--- src/rtl/uart_irq_pkg.sv ---
package uart_irq_pkg;

  localparam int unsigned OFS_THR = 0;
  localparam int unsigned OFS_IER = 1;
  localparam int unsigned OFS_IIR = 2;
  localparam int unsigned OFS_LSR = 5;
  localparam int unsigned OFS_MSR = 6;

  localparam int unsigned IE_RX    = 0;
  localparam int unsigned IE_TX    = 1;
  localparam int unsigned IE_LINE  = 2;
  localparam int unsigned IE_MODEM = 3;

  localparam logic [3:0] IID_LINE    = 4'h6;
  localparam logic [3:0] IID_RXDATA  = 4'h4;
  localparam logic [3:0] IID_TIMEOUT = 4'hC;
  localparam logic [3:0] IID_TXEMPTY = 4'h2;
  localparam logic [3:0] IID_MODEM   = 4'h0;
  localparam logic [3:0] IID_NONE    = 4'h1;

  // index order is priority order, 0 highest
  typedef enum logic [2:0] {
    SRC_LINE    = 3'd0,
    SRC_RXDATA  = 3'd1,
    SRC_TIMEOUT = 3'd2,
    SRC_TXEMPTY = 3'd3,
    SRC_MODEM   = 3'd4
  } irq_src_e;

  localparam int unsigned NUM_SRC = 5;

  function automatic logic [3:0] src_code(input int idx);
    case (idx)
      0:       return IID_LINE;
      1:       return IID_RXDATA;
      2:       return IID_TIMEOUT;
      3:       return IID_TXEMPTY;
      4:       return IID_MODEM;
      default: return IID_NONE;
    endcase
  endfunction

endpackage

--- src/rtl/irq_flag.sv ---
module irq_flag (
  input  logic clk_i,
  input  logic rst_ni,
  input  logic set_i,
  input  logic clr_i,
  output logic flag_o
);

  always_ff @(posedge clk_i or negedge rst_ni) begin
    if (!rst_ni)    flag_o <= 1'b0;
    else if (set_i) flag_o <= 1'b1;
    else if (clr_i) flag_o <= 1'b0;
  end

  // shared by the line, modem and transmit-empty causes
  assert_flag_set_R8: assert property (@(posedge clk_i) disable iff (!rst_ni)
    set_i |=> flag_o);
  assert_flag_clear_R9: assert property (@(posedge clk_i) disable iff (!rst_ni)
    (clr_i && !set_i) |=> !flag_o);

endmodule

--- src/rtl/irq_enable_reg.sv ---
module irq_enable_reg #(
  parameter int unsigned ADDR_W = 3,
  parameter int unsigned IER_W  = 4,
  parameter int unsigned OFS    = 1
) (
  input  logic              clk_i,
  input  logic              rst_ni,
  input  logic              wr_en_i,
  input  logic [ADDR_W-1:0] addr_i,
  input  logic [IER_W-1:0]  wdata_i,
  output logic [IER_W-1:0]  ier_o,
  output logic [IER_W-1:0]  rise_o
);

  localparam logic [ADDR_W-1:0] A_HIT = ADDR_W'(OFS);

  logic hit;
  assign hit    = wr_en_i && (addr_i == A_HIT);
  assign rise_o = hit ? (wdata_i & ~ier_o) : '0;

  always_ff @(posedge clk_i or negedge rst_ni) begin
    if (!rst_ni)  ier_o <= '0;
    else if (hit) ier_o <= wdata_i;
  end

  assert_ier_write_R1: assert property (@(posedge clk_i) disable iff (!rst_ni)
    (wr_en_i && addr_i == A_HIT) |=> (ier_o == $past(wdata_i)));
  assert_ier_hold_R12: assert property (@(posedge clk_i) disable iff (!rst_ni)
    !(wr_en_i && addr_i == A_HIT) |=> $stable(ier_o));

endmodule

--- src/rtl/irq_prio_enc.sv ---
module irq_prio_enc
  import uart_irq_pkg::*;
#(
  parameter int unsigned N = NUM_SRC
) (
  input  logic [N-1:0] req_i,
  output logic [N-1:0] grant_o,
  output logic [3:0]   code_o,
  output logic         pending_o
);

  // walk from lowest to highest priority so the highest request overrides
  always_comb begin
    grant_o = '0;
    code_o  = IID_NONE;
    for (int i = N - 1; i >= 0; i--) begin
      if (req_i[i]) begin
        grant_o    = '0;
        grant_o[i] = 1'b1;
        code_o     = src_code(i);
      end
    end
  end

  assign pending_o = |grant_o;

endmodule

--- src/rtl/uart_irq_ident.sv ---
module uart_irq_ident
  import uart_irq_pkg::*;
#(
  parameter int unsigned ADDR_W = 3,
  parameter int unsigned DATA_W = 8,
  parameter int unsigned IER_W  = 4
) (
  input  logic              clk_i,
  input  logic              rst_ni,
  input  logic              wr_en_i,
  input  logic              rd_en_i,
  input  logic [ADDR_W-1:0] addr_i,
  input  logic [DATA_W-1:0] wdata_i,
  output logic [DATA_W-1:0] rdata_o,
  input  logic              line_err_i,
  input  logic              rx_avail_i,
  input  logic              rx_timeout_i,
  input  logic              thr_empty_i,
  input  logic              modem_delta_i,
  input  logic              fifo_en_i,
  input  logic              irq_gate_i,
  output logic              irq_o
);

  localparam logic [ADDR_W-1:0] A_THR = ADDR_W'(OFS_THR);
  localparam logic [ADDR_W-1:0] A_IER = ADDR_W'(OFS_IER);
  localparam logic [ADDR_W-1:0] A_IIR = ADDR_W'(OFS_IIR);
  localparam logic [ADDR_W-1:0] A_LSR = ADDR_W'(OFS_LSR);
  localparam logic [ADDR_W-1:0] A_MSR = ADDR_W'(OFS_MSR);
  localparam int unsigned NUM_HELD = 2;

  logic [IER_W-1:0]   ier_q, ier_rise;
  logic [NUM_SRC-1:0] req, grant;
  logic [3:0]         code;
  logic               pending;
  logic [DATA_W-1:0]  iir_byte;
  logic               thr_q, thre_flag, thre_set, thre_clr;
  logic [NUM_HELD-1:0] held_set, held_clr, held_flag;
  logic               unused_wdata;

  assign unused_wdata = ^wdata_i[DATA_W-1:IER_W];

  irq_enable_reg #(.ADDR_W(ADDR_W), .IER_W(IER_W), .OFS(OFS_IER)) u_ier (
    .clk_i   (clk_i),
    .rst_ni  (rst_ni),
    .wr_en_i (wr_en_i),
    .addr_i  (addr_i),
    .wdata_i (wdata_i[IER_W-1:0]),
    .ier_o   (ier_q),
    .rise_o  (ier_rise)
  );

  // held causes: [0] line status, [1] modem status
  assign held_set = {modem_delta_i, line_err_i};
  assign held_clr = {rd_en_i && addr_i == A_MSR, rd_en_i && addr_i == A_LSR};

  for (genvar g = 0; g < NUM_HELD; g++) begin : g_held
    irq_flag u_flag (
      .clk_i  (clk_i),
      .rst_ni (rst_ni),
      .set_i  (held_set[g]),
      .clr_i  (held_clr[g]),
      .flag_o (held_flag[g])
    );
  end

  always_ff @(posedge clk_i or negedge rst_ni) begin
    if (!rst_ni) thr_q <= 1'b0;
    else         thr_q <= thr_empty_i;
  end

  assign thre_set = thr_empty_i && (!thr_q || ier_rise[IE_TX]);
  assign thre_clr = (wr_en_i && addr_i == A_THR)
                  || (rd_en_i && addr_i == A_IIR && grant[SRC_TXEMPTY])
                  || !thr_empty_i;

  irq_flag u_thre (
    .clk_i  (clk_i),
    .rst_ni (rst_ni),
    .set_i  (thre_set),
    .clr_i  (thre_clr),
    .flag_o (thre_flag)
  );

  always_comb begin
    req              = '0;
    req[SRC_LINE]    = ier_q[IE_LINE]  && held_flag[0];
    req[SRC_RXDATA]  = ier_q[IE_RX]    && rx_avail_i;
    req[SRC_TIMEOUT] = ier_q[IE_RX]    && rx_timeout_i;
    req[SRC_TXEMPTY] = ier_q[IE_TX]    && thre_flag;
    req[SRC_MODEM]   = ier_q[IE_MODEM] && held_flag[1];
  end

  irq_prio_enc #(.N(NUM_SRC)) u_enc (
    .req_i     (req),
    .grant_o   (grant),
    .code_o    (code),
    .pending_o (pending)
  );

  assign iir_byte = {{2{fifo_en_i}}, {(DATA_W-6){1'b0}}, code};
  assign irq_o    = pending && irq_gate_i;

  always_comb begin
    case (addr_i)
      A_IER:   rdata_o = {{(DATA_W-IER_W){1'b0}}, ier_q};
      A_IIR:   rdata_o = iir_byte;
      default: rdata_o = '0;
    endcase
  end

  assert_grant_onehot_R4: assert property (@(posedge clk_i) disable iff (!rst_ni)
    $onehot0(grant));
  assert_irq_pending_R6: assert property (@(posedge clk_i) disable iff (!rst_ni)
    irq_o |-> (irq_gate_i && !iir_byte[0]));
  assert_masked_quiet_R7: assert property (@(posedge clk_i) disable iff (!rst_ni)
    (ier_q == '0) |-> (!irq_o && iir_byte[0]));
  assert_thre_ack_R10: assert property (@(posedge clk_i) disable iff (!rst_ni)
    (rd_en_i && addr_i == A_IIR && code == IID_TXEMPTY && !thre_set) |=> !thre_flag);

endmodule

--- config.mk ---
export PLATFORM = sky130hd
export DESIGN_NAME = uart_irq_ident
export DESIGN_NICKNAME = d
export VERILOG_FILES = /design/src/rtl/uart_irq_pkg.sv /design/src/rtl/irq_flag.sv /design/src/rtl/irq_enable_reg.sv /design/src/rtl/irq_prio_enc.sv /design/src/rtl/uart_irq_ident.sv
export SDC_FILE = /design/constraint.sdc
export NUM_CORES = 1
export LEC_CHECK = 0
export BUFFER_PORTS_ARGS = -buffer_cell sky130_fd_sc_hd__buf_2
export CAP_MARGIN = 20
export CORE_AREA = 4 4 41 43
export DETAILED_ROUTE_END_ITERATION = 8
export DIE_AREA = 0 0 45 47
export HOLD_SLACK_MARGIN = 0.08
export PLACE_DENSITY = 0.72
export SLEW_MARGIN = 10
export SYNTH_ARGS = -nofsm -noshare
export SYNTH_HDL_FRONTEND = slang
export SYNTH_SLANG_ARGS = --single-unit
--- constraint.sdc ---
create_clock -name clk_i -period 2.55 [get_ports clk_i]
set_clock_uncertainty 0.05 [all_clocks]
set_input_delay 0.51 -clock clk_i [delete_from_list [all_inputs] [get_ports clk_i]]
set_output_delay 0.51 -clock clk_i [all_outputs]
set_load 0.02 [all_outputs]
==> metrics.md, run 1 <==
| Metric | Value |
|---|---|
| CTS tree | `built` |
| Final worst path period share | `82.9%` |
| Clk_lat worst skew | `0.24 ns` |
| Filler cells | `133` |
| Post-synthesis cell area | `508 sq um` |
| Fin. max-slew vios | `0` |
| Yosys top cell by area | `dfrtp_1` |
| Ratio of cells with drive above 1 in the final layout | `41.8%` |
| Pwr Total | `0.000350 W` |
| Via count | `478` |
| Finished Layout Cells | `94` |
| Per-cell routed wire length | `12.0 microns` |
| Post-DP HPWL | `967 microns` |
| Port-buffer cells | `24` |
| Startpoint types | `register` |
| Global-route wire length before repair | `1.98 mm` |
| CP arrival | `1.55 ns` |
| Pwr per Cell Area | `538 nW/um^2` |
| Pre-Repair DR Iteration Count | `2` |
| Share of the yosys chip area belonging to registers | `39.4%` |
| Ant. Diodes | `0` |
| CTS buffer count | `3` |
| EDFF count, synth | `0` |
| Synth area leaders | `dfrtp_1, mux2_2, buf_4` |
| Static leakage | `0.306 nW` |
| Final hold vios | `0` |
| Most common cell in the netlist | `dfrtp_1` |
| Routed wire length | `1.13 mm` |
| Reported net switching power | `0.000105 W` |
| Synth cell count leaders | `dfrtp_1, a21oi_1, inv_1, nand2_1` |
| Worst min path class | `primary input to register` |
| Sinks on Clock Net | `8` |
| Async S/R FF share, synth | `100%` |
| Vias in the first global route | `478` |
| Critical Path End Type | `output pin` |
| CTS H-tree depth | `1` |
| Core Area | `1300 sq um` |
| Combinational fraction of design power | `27.3%` |
| Outcome | `finished clean` |
| Largest net degree at the start of global routing | `10` |
| Synth warn | `0` |
| Critical Path RT | `1.99 ns` |
| All-Layer GR Usage | `12.9%` |
| Post-synth top flop | `dfrtp_1` |
| Initial Util | `39.0%` |
| Postcts setup bufs | `0` |
| Critical path peak fanout | `5` |
| GR Overflow Total | `0` |
| Vias/cell | `5.09` |
| Reg power frac | `46.5%` |
| Synth Register Bits | `8` |
| Share of the synthesized area in the top cell type | `39.4%` |
| Total placed cells including tap cells | `90` |
| Total negative slack | `0 ns` |
| RSZ-0062 raised after global routing | `no` |
| Clk buf depth | `2` |
| Final core occ | `49.9%` |
| Gpl congestion | `0.695` |
| Distinct cells, synth | `27` |
| Violation count after the first detailed-route iteration | `1` |
| Cell area after layout | `649 sq um` |
| Avg Cell Area, Syn | `9.41 sq um` |
| Tmin final | `2.11 ns` |
| Layout Area Growth over Synthesis | `27.8%` |
| Achievable frequency | `0.473 GHz` |
| Kind of critical path | `register to output pin` |
| Layout Nets | `103` |
| Root buf cell | `clkbuf_4` |
| Remaining DRCs | `0` |
| Sw Share | `30.2%` |
| Clock power share | `26.2%` |
| Max Cap Viol | `0` |
| # rows | `13` |
| DIE AREA | `2120 sq um` |
| Die H | `47 microns` |
| Chip width | `45 microns` |
| Routed Antenna Nets | `0` |
| Initial antenna violation count | `0` |
| Placed cell areas | `617 sq um` |
| Top Ports | `31` |
| Cells after synthesis | `54` |
| Max VDD drop | `0.000328 V` |
| Final setup fails | `0` |
| Clock slew at reported path FFs | `0.05 ns` |
| Int Pwr | `0.000244 W` |
-- power by group through the flow --
| stage | Clock, W | Sequential (W) | Combinational, W |
|---|---|---|---|
| floorplan | 0 | 0.000158 | 0.0000679 |
| global placement | 0 | 0.000163 | 0.0000928 |
| detailed placement | 0 | 0.000165 | 0.0000947 |
| CTS | 0.0000973 | 0.000162 | 0.0000964 |
| global route | 0.000108 | 0.000166 | 0.000106 |
| finish | 0.0000916 | 0.000163 | 0.0000954 |
-- kinds of logic (layout without fill, tap and decap cells) --
| group | after synthesis | after routing | synth area share, % |
|---|---|---|---|
| simple gates | 20 | 20 | 26.1 |
| compound gates | 14 | 14 | 17.5 |
| flops | 8 | 8 | 39.4 |
| buf+inv | 8 | 32 | 9.60 |
| mux | 3 | 3 | 6.65 |
| other cells | 1 | 2 | 0.738 |
-- cells in the final DEF, fill, tap and decap left out, types with 2 or more instances in the layout --
cell type / n
buf_2: 24
dfrtp_1: 8
nand2_1: 4
a21oi_1: 4
inv_1: 4
o21ai_0: 3
mux2_2: 3
nand3_1: 3
clkbuf_4: 3
nor2b_1: 2
and2_1: 2
a21o_1: 2
conb_1: 2
-- sequential cells by signal, summed over array words and instances, names as in the netlist --
signal	cells
u_thre.flag_o	1
thr_q	1
g_held.u_flag.flag_o	2
u_ier.ier_o	4
-- per-stage QoR --
stage	setup slack [ns]	hold WS, ns
2_1_floorplan	0.429	0.164
3_3_place_gp	0.479	0.307
3_5_place_dp	0.467	0.312
4_1_cts	0.426	0.345
5_1_grt	0.306	0.343
6_report	0.437	0.357
-- layer usage --
metal / up-vias / share of wire (%) / global-route usage, %
met5: - / 0 / 0
met2: 15 / 51 / 22.3
met4: 0 / 0 / 7.02
met3: 0 / 8.9 / 2.30
li1: 242 / - / -
met1: 221 / 40 / 15.3
-- worst paths after layout --
kind	start	slack (ns)	to	depth (start not counted)
min in group asynchronous	rst_ni	0.58	thr_q$_DFF_PN0_	2
setup / recovery	u_ier.ier_o[1]$_DFFE_PN0N_	0.44	rdata_o[0]	4
max in group asynchronous	rst_ni	1.71	g_held[0].u_flag.flag_o$_DFFE_PN0P_	2
setup reg to reg	g_held[0].u_flag.flag_o$_DFFE_PN0P_	1.39	u_thre.flag_o$_DFFE_PN0P_	3
hold / removal	thr_empty_i	0.36	thr_q$_DFF_PN0_	1
hold reg to reg	g_held[1].u_flag.flag_o$_DFFE_PN0P_	0.43	g_held[1].u_flag.flag_o$_DFFE_PN0P_	1
-- critical path, stage by stage, from the launching register on --
cell	delay, ns
dfrtp_1	0.42
a22o_1	0.24
or3_1	0.32
o21ai_0	0.15
buf_2	0.18
-- cell type report --
type / count / area [sq um] / share of cell area, %
timing repair buffer: 25 / 130 / 20.0
multi-input combinational: 39 / 263 / 40.5
clock buffer: 3 / 22.5 / 3.47
sequential: 8 / 200 / 30.8
inverter: 4 / 15.0 / 2.31
tap: 15 / 18.8 / 2.89
-- what timing repair did --
action / 4_1_cts / 5_1_grt
hold buffers: 1 / 0
hold endpoints to repair: 8 / 0
resized for setup: 0 / 0
Note: power is estimated with default switching activity, not from simulation.
==> inputs of run 2 (changes only) <==
Settings changed: CORE_AREA 4 4 41 43 to default, CORE_MARGIN from default to 4, CORE_UTILIZATION from default to 36, DIE_AREA 0 0 45 47 to default.
Clock period 2.55 ns to 1.8 ns, I/O delays scaled along.
==> metrics.md, run 2 (synthesized netlist as in run 1, its figures left out) <==
| Metric | Value |
|---|---|
| Final hold vios | `0 (unchanged)` |
| Post-DP HPWL | `898 microns (-7.1%)` |
| Pwr per Cell Area | `750 nW/um^2 (+39%)` |
| Core Area | `1320 sq um (+1.2%)` |
| Clock slew at reported path FFs | `0.05 ns (about the same)` |
| Chip width | `45.6 microns (+1.3%)` |
| Violation count after the first detailed-route iteration | `3 (+2)` |
| CTS buffer count | `3 (unchanged)` |
| Kind of critical path | `register to output pin` |
| # rows | `13 (unchanged)` |
| Critical Path RT | `1.39 ns (-0.60 ns)` |
| Worst min path class | `primary input to register` |
| Total negative slack | `-0.151 ns (-0.151 ns)` |
| Final core occ | `57.5% (+7.6 points)` |
| Final worst path period share | `105%` |
| Failing checks | `negative setup slack` |
| Pre-Repair DR Iteration Count | `2 (unchanged)` |
| Clock power share | `22.6% (-3.6 points)` |
| Ant. Diodes | `0 (unchanged)` |
| Via count | `512 (+7.1%)` |
| Combinational fraction of design power | `38.8% (+11 points)` |
| WHS | `0.203 ns (-0.154 ns)` |
| Tmin final | `1.89 ns` |
| Int Pwr | `0.000403 W (+65%)` |
| Sinks on Clock Net | `8 (unchanged)` |
| Static leakage | `0.357 nW (+17%)` |
| DIE AREA | `2080 sq um (-1.8%)` |
| Most frequent cells in the layout | `buf_2, dfrtp_1, buf_4` |
| Layout Area Growth over Synthesis | `49.3%` |
| Clk buf depth | `2 (unchanged)` |
| Layout Nets | `111 (+7.8%)` |
| Gpl congestion | `0.749 (+7.7%)` |
| Max reg flops | `4 (unchanged)` |
| Reg power frac | `38.6% (-7.9 points)` |
| Routed wire length | `1.26 mm (+11%)` |
| Die H | `45.6 microns (-3.1%)` |
| Post-place setup slack | `0.0584 ns (-0.409 ns)` |
| Fin. max-slew vios | `0 (unchanged)` |
| Initial Util | `38.6% (-0.48 points)` |
| Hold path endpoint | `thr_q$_DFF_PN0_` |
| RSZ-0062 raised after global routing | `yes` |
| Sw Share | `29.2% (-0.98 points)` |
| GR Overflow Total | `0 (unchanged)` |
| Top Ports | `31 (unchanged)` |
| Max VDD drop | `0.000407 V (+24%)` |
| Root buf cell | `clkbuf_4` |
| Routed Antenna Nets | `0 (unchanged)` |
| Startpoint types | `register` |
| Critical path peak fanout | `2 (-3)` |
| Reported net switching power | `0.000166 W (+57%)` |
| Placed cell areas | `642 sq um (+4.1%)` |
| Start of the worst register-to-register path | `u_ier.ier_o[0]$_DFFE_PN0N_` |
| Register bank with the most flops | `u_ier.ier_o` |
| Cell area after layout | `758 sq um (+17%)` |
| Initial antenna violation count | `0 (unchanged)` |
| CTS H-tree depth | `1 (unchanged)` |
| Remaining DRCs | `0 (unchanged)` |
| CTS tree | `built` |
| Largest regs | `u_ier.ier_o (4), g_held.u_flag.flag_o (2)` |
| Ratio of cells with drive above 1 in the final layout | `55.2% (+13 points)` |
| Filler cells | `125 (-6.0%)` |
| Worst Reg2Reg Path Length in Cells | `5 (+2)` |
| Critical Path End Type | `output pin` |
| Port-buffer cells | `24 (unchanged)` |
| Global-route wire length before repair | `1.94 mm (-2.1%)` |
| RR Endpoint | `u_thre.flag_o$_DFFE_PN0P_` |
| All-Layer GR Usage | `13.1% (+0.14 points)` |
| Per-cell routed wire length | `12.3 microns (+2.6%)` |
| Final setup fails | `2 (+2)` |
| Reg-to-reg setup timing slack | `0.51 ns (-0.88 ns)` |
| Max Cap Viol | `0 (unchanged)` |
| Vias/cell | `5.02 (-1.3%)` |
| Achievable frequency | `0.529 GHz` |
| Largest net degree at the start of global routing | `10 (unchanged)` |
| Hold Startpoint | `thr_empty_i` |
| Vias in the first global route | `495 (+3.6%)` |
| Outcome | `finished with violations` |
| CP arrival | `1.48 ns (-0.07 ns)` |
| Most common cell after layout, fill and taps aside | `buf_2` |
| Hold path depth | `1 (unchanged)` |
| Final WS setup | `-0.0916 ns (-0.529 ns)` |
| Clk_lat worst skew | `0.24 ns (about the same)` |
==> run 2: area by class of cell <==
type | count | area (sq um) | share of cell area, %
Timing Repair Buffer | 33 | 215 | 28.4
Tap cell | 15 | 18.8 | 2.48
Sequential cell | 8 | 200 | 26.4
Clock buffer | 3 | 22.5 | 2.97
Inverter | 4 | 15.0 | 1.98
Multi-Input combinational cell | 39 | 287 | 37.8
==> run 2: repair_timing <==
item,4_1_cts,5_1_grt
hold buffers,1,0
pin swaps,1,3
endpoints found under the setup margin,3,4
hold endpoints to repair,8,0
cloned,0,0
gates resized for setup,7,7
setup buffers,4,1
==> run 2: critical path, stage by stage (launching register included) <==
cell     delay, ns
dfrtp_1       0.37
a22o_1        0.24
or3_4         0.34
and2_4        0.17
buf_6         0.12
==> run 2: power by group through the flow <==
stage	registers (W)	clock network (W)	logic, W
global placement	0.000227	0	0.000151
detailed placement	0.000228	0	0.000154
floorplan	0.000224	0	0.0000972
global route	0.000224	0.000142	0.000243
CTS	0.000219	0.000139	0.000202
finish	0.000220	0.000128	0.000221
==> run 2: per-stage QoR <==
step,cells,power [W]
final,102,0.000569
after global placement,93,0.000378
after detailed placement,93,0.000382
after floorplan,55,0.000321
after global routing,102,0.000609
after CTS,101,0.000560
==> run 2: how the worst max path moves through the flow <==
stage	from	endpoint	cells after the start
2_1_floorplan	g_held[0].u_flag.flag_o$_DFFE_PN0P_	rdata_o[0]	3
3_3_place_gp	rx_timeout_i	irq_o	5
3_5_place_dp	rx_timeout_i	irq_o	5
5_1_grt	u_thre.flag_o$_DFFE_PN0P_	irq_o	4
4_1_cts	u_ier.ier_o[1]$_DFFE_PN0N_	irq_o	4
6_report	u_thre.flag_o$_DFFE_PN0P_	irq_o	4
==> run 2: metal layers <==
| metal | vias to the layer above | track usage (%) | wire [microns] | share of wire [%] |
|---|---|---|---|---|
| li1 | 261 | - | - | - |
| met1 | 226 | 15.3 | 500 | 40 |
| met2 | 21 | 22.3 | 631 | 50 |
| met3 | 4 | 1.19 | 94 | 7.5 |
| met4 | 0 | 8.77 | 31 | 2.5 |
| met5 | - | 0 | 0 | 0 |
==> inputs of run 3 (changes only) <==
Settings changed: CELL_PAD_IN_SITES_DETAIL_PLACEMENT from default to 1, CELL_PAD_IN_SITES_GLOBAL_PLACEMENT from default to 2, CORE_ASPECT_RATIO from default to 1.1, CORE_UTILIZATION 36 to 20, PLACE_DENSITY 0.72 to default, PLACE_DENSITY_LB_ADDON from default to 0.1.
==> metrics.md, run 3 (synthesized netlist as in run 1, its figures left out) <==
| Metric | Value |
|---|---|
| Root buf cell | `clkbuf_4` |
| Vias/cell | `4.35 (-13%)` |
| Tmin final | `1.85 ns (-0.0420 ns)` |
| CTS H-tree depth | `1 (unchanged)` |
| Clk_lat worst skew | `0.24 ns (about the same)` |
| Max VDD drop | `0.000350 V (-14%)` |
| Ant. Diodes | `0 (unchanged)` |
| Clock slew at reported path FFs | `0.05 ns (about the same)` |
| Initial Util | `21.7% (-17 points)` |
| Filler cells | `310 (+150%)` |
| Critical Path RT | `1.39 ns (about the same)` |
| Static leakage | `0.370 nW (+3.8%)` |
| Register bank with the most flops | `u_ier.ier_o` |
| Ratio of cells with drive above 1 in the final layout | `56.7% (+1.5 points)` |
| Gpl congestion | `0.667 (-11%)` |
| Critical Path End Type | `output pin` |
| Total placed cells including tap cells | `114 (+23%)` |
| Max reg flops | `4 (unchanged)` |
| Most common cell after layout, fill and taps aside | `buf_2` |
| Global-route wire length before repair | `2.67 mm (+38%)` |
| Violation count after the first detailed-route iteration | `11 (+8)` |
| Final hold vios | `0 (unchanged)` |
| Per-cell routed wire length | `12.4 microns (+0.49%)` |
| Max Cap Viol | `0 (unchanged)` |
| Final core occ | `33.9% (-24 points)` |
| Via count | `522 (+2.0%)` |
| Routed Antenna Nets | `0 (unchanged)` |
| RSZ-0062 raised after global routing | `yes` |
| All-Layer GR Usage | `10.1% (-3.0 points)` |
| Startpoint types | `register` |
| Pre-Repair DR Iteration Count | `3 (+1)` |
| Critical path peak fanout | `2 (unchanged)` |
| Total negative slack | `-0.0900 ns (+0.0611 ns)` |
| Outcome | `finished with violations` |
| Fin. max-slew vios | `0 (unchanged)` |
| Die H | `60.9 microns (+34%)` |
| Chip width | `56.1 microns (+23%)` |
| Largest regs | `u_ier.ier_o (4), g_held.u_flag.flag_o (2)` |
| Most frequent cells in the layout | `buf_2, buf_4, dfrtp_1` |
| CTS tree | `built` |
| Clk buf depth | `2 (unchanged)` |
| Initial antenna violation count | `0 (unchanged)` |
| Final setup fails | `2 (unchanged)` |
| Pwr per Cell Area | `735 nW/um^2 (-2.1%)` |
| Kind of critical path | `register to output pin` |
| Pwr Total | `0.000584 W (+2.6%)` |
| Finished Layout Cells | `120 (+18%)` |
| Vias in the first global route | `589 (+19%)` |
| Largest net degree at the start of global routing | `9 (-1)` |
| CP arrival | `1.44 ns (-0.04 ns)` |
| GR Overflow Total | `0 (unchanged)` |
| Failing checks | `negative setup slack` |
| Sinks on Clock Net | `8 (unchanged)` |
| Port-buffer cells | `24 (unchanged)` |
| CTS buffer count | `3 (unchanged)` |
| Core Area | `2340 sq um (+78%)` |
| Worst min path class | `primary input to register` |
| Post-place setup slack | `0.0346 ns (-0.0237 ns)` |
| Routed wire length | `1.49 mm (+18%)` |
| Top Ports | `31 (unchanged)` |
| DIE AREA | `3410 sq um (+64%)` |
| Achievable frequency | `0.541 GHz (+2.3%)` |
| # rows | `18 (+5)` |
| Layout Area Growth over Synthesis | `56.4%` |
| Final worst path period share | `103% (-2.3 points)` |
| Remaining DRCs | `0 (unchanged)` |
| Layout Nets | `114 (+2.7%)` |
| Post-DP HPWL | `1.27 mm (+41%)` |
| Final WS setup | `-0.0496 ns (+0.0420 ns)` |
-- run 3: cell types whose count changed in the layout (fill, tap and decap cells not counted) --
cell / before / now
a21oi_1: 2 / 3
a21oi_2: 2 / 1
buf_2: 20 / 19
buf_4: 8 / 14
buf_6: 4 / 2
o21ai_0: 2 / 1
o21ai_2: 1 / 2
-- run 3: worst paths after layout --
check                                                       to  cells past startpoint  slack [ns]                           startpoint
setup / recovery                                         irq_o                      4       -0.05           u_ier.ier_o[1]$_DFFE_PN0N_
hold / removal                                 thr_q$_DFF_PN0_                      1        0.21                          thr_empty_i
setup reg to reg                     u_thre.flag_o$_DFFE_PN0P_                      4        0.56  g_held[0].u_flag.flag_o$_DFFE_PN0P_
hold reg to reg            g_held[1].u_flag.flag_o$_DFFE_PN0P_                      1        0.43  g_held[1].u_flag.flag_o$_DFFE_PN0P_
max in group asynchronous  g_held[1].u_flag.flag_o$_DFFE_PN0P_                      2        1.10                               rst_ni
min in group asynchronous           u_ier.ier_o[3]$_DFFE_PN0N_                      2        0.44                               rst_ni
-- run 3: routing by layer --
| layer | routed length [microns] | vias up | part of all wire, % | GRT usage [%] |
|---|---|---|---|---|
| li1 | - | 263 | - | - |
| met1 | 674 | 241 | 45 | 12.1 |
| met2 | 732 | 16 | 49 | 17.7 |
| met3 | 64 | 2 | 4.3 | 1.28 |
| met4 | 15 | 0 | 1.0 | 6.10 |
| met5 | 0 | - | 0 | 0 |
-- run 3: power by group --
| group | switching (W) | internal (W) | total [W] |
|---|---|---|---|
| logic | 0.000105 | 0.000130 | 0.000235 |
| clock network | 0.0000532 | 0.0000758 | 0.000129 |
| registers | 0.0000149 | 0.000205 | 0.000220 |
-- run 3: metrics by stage --
stage | instance area [sq um] | hold slack (ns)
after floorplan | 514 | 0.0144
after global routing | 795 | 0.196
after global placement | 706 | 0.163
after detailed placement | 706 | 0.166
final | 795 | 0.205
after CTS | 776 | 0.199
-- run 3: cell type report --
cell class | count | area [sq um] | share of cell area [%]
Clock buffer | 3 | 22.5 | 2.83
Inverter | 4 | 15.0 | 1.89
Timing Repair Buffer | 36 | 233 | 29.3
Sequential cell | 8 | 200 | 25.2
Tap cell | 30 | 37.5 | 4.72
Multi-Input combinational cell | 39 | 287 | 36.1
-- run 3: repair_timing --
action	in CTS	in global routing
setup buffers	2	0
pin swaps	4	2
resized for setup	7	7
hold buffers	1	0
endpoints found under the hold margin	8	0
endpoints found under the setup margin	3	5
-- run 3: worst max-delay path, cell delays in order (launching register included) --
cell and delay (ns):
dfrtp_1 0.37, a22o_1 0.23, or3_4 0.33, and2_4 0.15
buf_6 0.12
